**src/rtl/cla4_pkg.sv**
```systemverilog
package cla4_pkg;

    localparam int unsigned SLICE_W = 4;

    typedef logic [SLICE_W-1:0] slice_vec_t;

    // per-bit lookahead terms
    typedef struct packed {
        slice_vec_t gen;
        slice_vec_t prop;
    } bit_terms_t;

    // slice-level pair handed upward
    typedef struct packed {
        logic gen;
        logic prop;
    } group_terms_t;

    // Carry into position j (1..SLICE_W), built as an independent flat
    // sum of products: OR over k<j of gen[k] AND prop[k+1..j-1], plus
    // c0 AND prop[0..j-1]. No lower carry is reused.
    function automatic logic flat_carry(input slice_vec_t g,
                                        input slice_vec_t p,
                                        input logic       c0,
                                        input int         j);
        logic acc;
        logic term;
        acc = 1'b0;
        for (int k = 0; k < j; k++) begin
            term = g[k];
            for (int m = k + 1; m < j; m++) begin
                term = term & p[m];
            end
            acc = acc | term;
        end
        term = c0;
        for (int m = 0; m < j; m++) begin
            term = term & p[m];
        end
        acc = acc | term;
        return acc;
    endfunction

endpackage

```
**src/rtl/cla4_bit_terms.sv**
```systemverilog
module cla4_bit_terms
    import cla4_pkg::*;
(
    input  slice_vec_t op_a,
    input  slice_vec_t op_b,
    output bit_terms_t terms
);

    for (genvar i = 0; i < SLICE_W; i++) begin : g_bit
        assign terms.gen[i]  = op_a[i] & op_b[i];
        assign terms.prop[i] = op_a[i] ^ op_b[i];
    end

endmodule

```
**src/rtl/cla4_lookahead.sv**
```systemverilog
module cla4_lookahead
    import cla4_pkg::*;
(
    input  bit_terms_t       terms,
    input  logic             c0,
    output logic [SLICE_W:0] carries,
    output group_terms_t     group
);

    assign carries[0] = c0;

    for (genvar j = 1; j <= SLICE_W; j++) begin : g_carry
        assign carries[j] = flat_carry(terms.gen, terms.prop, c0, j);
    end

    // group generate is the top carry with the carry-in forced low
    assign group.gen  = flat_carry(terms.gen, terms.prop, 1'b0, SLICE_W);
    assign group.prop = &terms.prop;

    always_comb begin
        // a propagating position never also generates
        p_grp_excl_r8: assert (!(group.gen && group.prop))
            else $error("group generate and propagate both high");
        // top carry decomposes into the group pair
        p_cout_split_r5: assert (carries[SLICE_W] == (group.gen | (group.prop & c0)))
            else $error("carry-out disagrees with group terms");
    end

endmodule

```
**src/rtl/cla4_sum_bits.sv**
```systemverilog
module cla4_sum_bits
    import cla4_pkg::*;
(
    input  slice_vec_t       prop,
    input  logic [SLICE_W:0] carries,
    output slice_vec_t       sum
);

    for (genvar i = 0; i < SLICE_W; i++) begin : g_sum
        assign sum[i] = prop[i] ^ carries[i];
    end

endmodule

```
**src/rtl/cla4_slice.sv**
```systemverilog
module cla4_slice
    import cla4_pkg::*;
(
    input  logic [3:0] a_i,
    input  logic [3:0] b_i,
    input  logic       carry_in,
    output logic [3:0] sum_o,
    output logic       carry_out,
    output logic       grp_gen,
    output logic       grp_prop
);

    bit_terms_t       terms;
    logic [SLICE_W:0] carries;
    group_terms_t     group;

    cla4_bit_terms u_terms (
        .op_a  (a_i),
        .op_b  (b_i),
        .terms (terms)
    );

    cla4_lookahead u_look (
        .terms   (terms),
        .c0      (carry_in),
        .carries (carries),
        .group   (group)
    );

    cla4_sum_bits u_sum (
        .prop    (terms.prop),
        .carries (carries),
        .sum     (sum_o)
    );

    assign carry_out = carries[SLICE_W];
    assign grp_gen   = group.gen;
    assign grp_prop  = group.prop;

    logic [SLICE_W:0] ref_total;
    always_comb begin
        ref_total = {1'b0, a_i} + {1'b0, b_i} + {{SLICE_W{1'b0}}, carry_in};
        // outputs match arithmetic addition
        p_sum_r1: assert (sum_o == ref_total[SLICE_W-1:0])
            else $error("sum bits wrong");
        p_cout_r2: assert (carry_out == ref_total[SLICE_W])
            else $error("carry-out wrong");
        // full propagate detected
        p_prop_r3: assert (grp_prop == ((a_i ^ b_i) == 4'b1111))
            else $error("group propagate wrong");
    end

endmodule

```
**config.mk**
```make
export PLATFORM = sky130hd
export DESIGN_NAME = cla4_slice
export DESIGN_NICKNAME = d
export VERILOG_FILES = /design/src/rtl/cla4_pkg.sv /design/src/rtl/cla4_bit_terms.sv /design/src/rtl/cla4_lookahead.sv /design/src/rtl/cla4_sum_bits.sv /design/src/rtl/cla4_slice.sv
export SDC_FILE = /design/constraint.sdc
export NUM_CORES = 1
export LEC_CHECK = 0
export ABC_AREA = 1
export BUFFER_PORTS_ARGS = -buffer_cell sky130_fd_sc_hd__buf_4
export CAP_MARGIN = 20
export CORE_AREA = 5 5 42 44
export DETAILED_ROUTE_END_ITERATION = 6
export DIE_AREA = 0 0 47 49
export GPL_ROUTABILITY_DRIVEN = 1
export GPL_TIMING_DRIVEN = 0
export PLACE_DENSITY = 0.46
export SLEW_MARGIN = 20
export SYNTH_ARGS = -nofsm -noshare
export SYNTH_HDL_FRONTEND = slang
export SYNTH_HIERARCHICAL = 1
export SYNTH_SLANG_ARGS = --single-unit
```
**constraint.sdc**
```tcl
create_clock -name vclk -period 1.9
set_clock_uncertainty 0.05 [all_clocks]
set_input_delay 0.095 -clock vclk [all_inputs]
set_output_delay 0.095 -clock vclk [all_outputs]
set_load 0.01 [all_outputs]
```
==> out/qor.csv <==
metric,value,unit
relative slew slack,86.21,%
"Gates resized, CTS repair",0,
RSZ-0062 raised after global routing,no,
DP Wirelength,497.7,µm
GR peak layer,met2,
Global Route met1 Usage,6.087,%
initial antenna violation count,0,
initial DRC count,3,
data arrival time of the critical path,1.14,ns
"commonest cells after routing, fill and taps aside","nand2_1, buf_4, inv_1, ha_1",
maximum net fanout on the critical path,7,
GRT Util Overall,4.421,%
starting density of the core,17.41,%
post-synthesis sequential area ratio,0,%
Cells after Synth,46,
yosys warns,6,
PortBufs,16,
Netlist cell types,12,
Final Util,27.41,%
WP data required,1.75,ns
Chip Height,49,µm
detailed-route via count,292,
grt ovf,0,
sequential cell count,0,
leakage power,0.2577,nW
sequential cell area,0,µm²
core area,1401,µm²
Mean Syn Cell Area,5.304,µm²
Detail Route Antenna Nets,0,
crit path launch type,input port,
Fin Setup TNS,0,ns
Routed WL per cell,7.141,µm
fin. max-slew vios,0,
ant diodes,0,
die area,2303,µm²
first-pass GRT wire length,855,µm
"most common cell after layout, fill and taps aside",nand2_1,
final worst path period share,67.74,%
hold_buf cts,0,
Mapped Nets,59,
Pwr Density,323.5,nW/µm²
clkbuf count,0,
CP Class,in2out,
met3 GRT Util,0,%
layout cells sized above 1,35.48,%
DRC,0,
Slew @ Worst Pin,0.2069,ns
Max-Cap Viols,0,
fin crit period,1.287,ns
status,completed,
Worst setup EP type,output port,
routed wire length,557,µm
vias in the first global route,248,
worst min path class,in2out,
Peak VDD IR,0.00009263,V
routed vias/inst,3.744,
die width,47,µm
Nets,77,
Post-Syn Area,244.0,µm²
first-pass detailed-route iteration total,2,
largest net degree at the start of global routing,8,
io pins,16,
Layout area overhead,57.44,%
final hold violation count,0,
met2 global-route usage,7.919,%
post-CTS repair timing setup buffer count,0,
global placer's final weighted congestion,0.7526,
final setup fails,0,
Fillers,175,
max frequency,777.0,MHz
row count,14,
==> worst paths after layout <==
check                 cells past startpoint   endpoint      from  slack, ns
worst min-delay path                      4  carry_out  carry_in       0.46
worst max-delay path                     10   sum_o[3]    a_i[1]       0.61
==> where the power goes <==
| group | switching (W) | total, W | internal [W] |
|---|---|---|---|
| Sequential | 0 | 0 | 0 |
| Clock | 0 | 0 | 0 |
| Combinational | 0.0000621 | 0.000124 | 0.0000622 |
==> routing by layer <==
| metal | share of wire [%] | routed length [µm] |
|---|---|---|
| met3 | 11 | 61 |
| met4 | 0 | 0 |
| met2 | 44 | 246 |
| met5 | 0 | 0 |
| met1 | 45 | 248 |
==> Yosys cell counts <==
master	count	area, µm²
nand3_1	3	15.01
ha_1	4	50.05
a21oi_1	1	5.000
inv_1	10	37.54
nor2_4	1	11.26
nand3_2	1	10.01
a21o_1	1	7.510
nand2_2	3	18.77
nand2_1	19	71.32
nor2_1	1	3.750
nand4_1	1	6.260
buf_4	1	7.510
==> layout make-up <==
cell class / count / area (µm²) / share of cell area (%)
Timing Repair Buffer: 16 / 120.1 / 31.27
Buffer: 1 / 7.507 / 1.954
Multi-Input combinational cell: 35 / 198.9 / 51.79
Inverter: 10 / 37.54 / 9.772
Tap cell: 16 / 20.02 / 5.212
==> stage by stage <==
stage	setup slack (ns)	instance area (µm²)	power, W	std cells	hold slack, ns
after floorplan	0.8541	244.0	0.00007336	46	0.2414
after global placement	0.6058	384.1	0.0001262	78	0.4613
after detailed placement	0.6060	384.1	0.0001263	78	0.4604
after CTS	0.6050	384.1	0.0001270	78	0.4604
after global routing	0.4965	384.1	0.0001406	78	0.4748
final	0.6130	384.1	0.0001243	78	0.4583
==> kinds of logic after synthesis <==
| logic type | synth area share [%] |
|---|---|
| AOI/OAI and AO/OA | 5.127 |
| and+or+nand+nor | 55.90 |
| adders and majority gates | 20.51 |
| buffers and inverters | 18.46 |
==> worst max-delay path: stages <==
cell and delay [ns]:
buf_4 0.11, ha_1 0.37, nand3_1 0.12, nand2_1 0.05
nor2_1 0.08, nand2_1 0.07, inv_1 0.05, nand2_1 0.04
nand2_1 0.05, buf_4 0.11
Power figures use the tool's default switching activity.
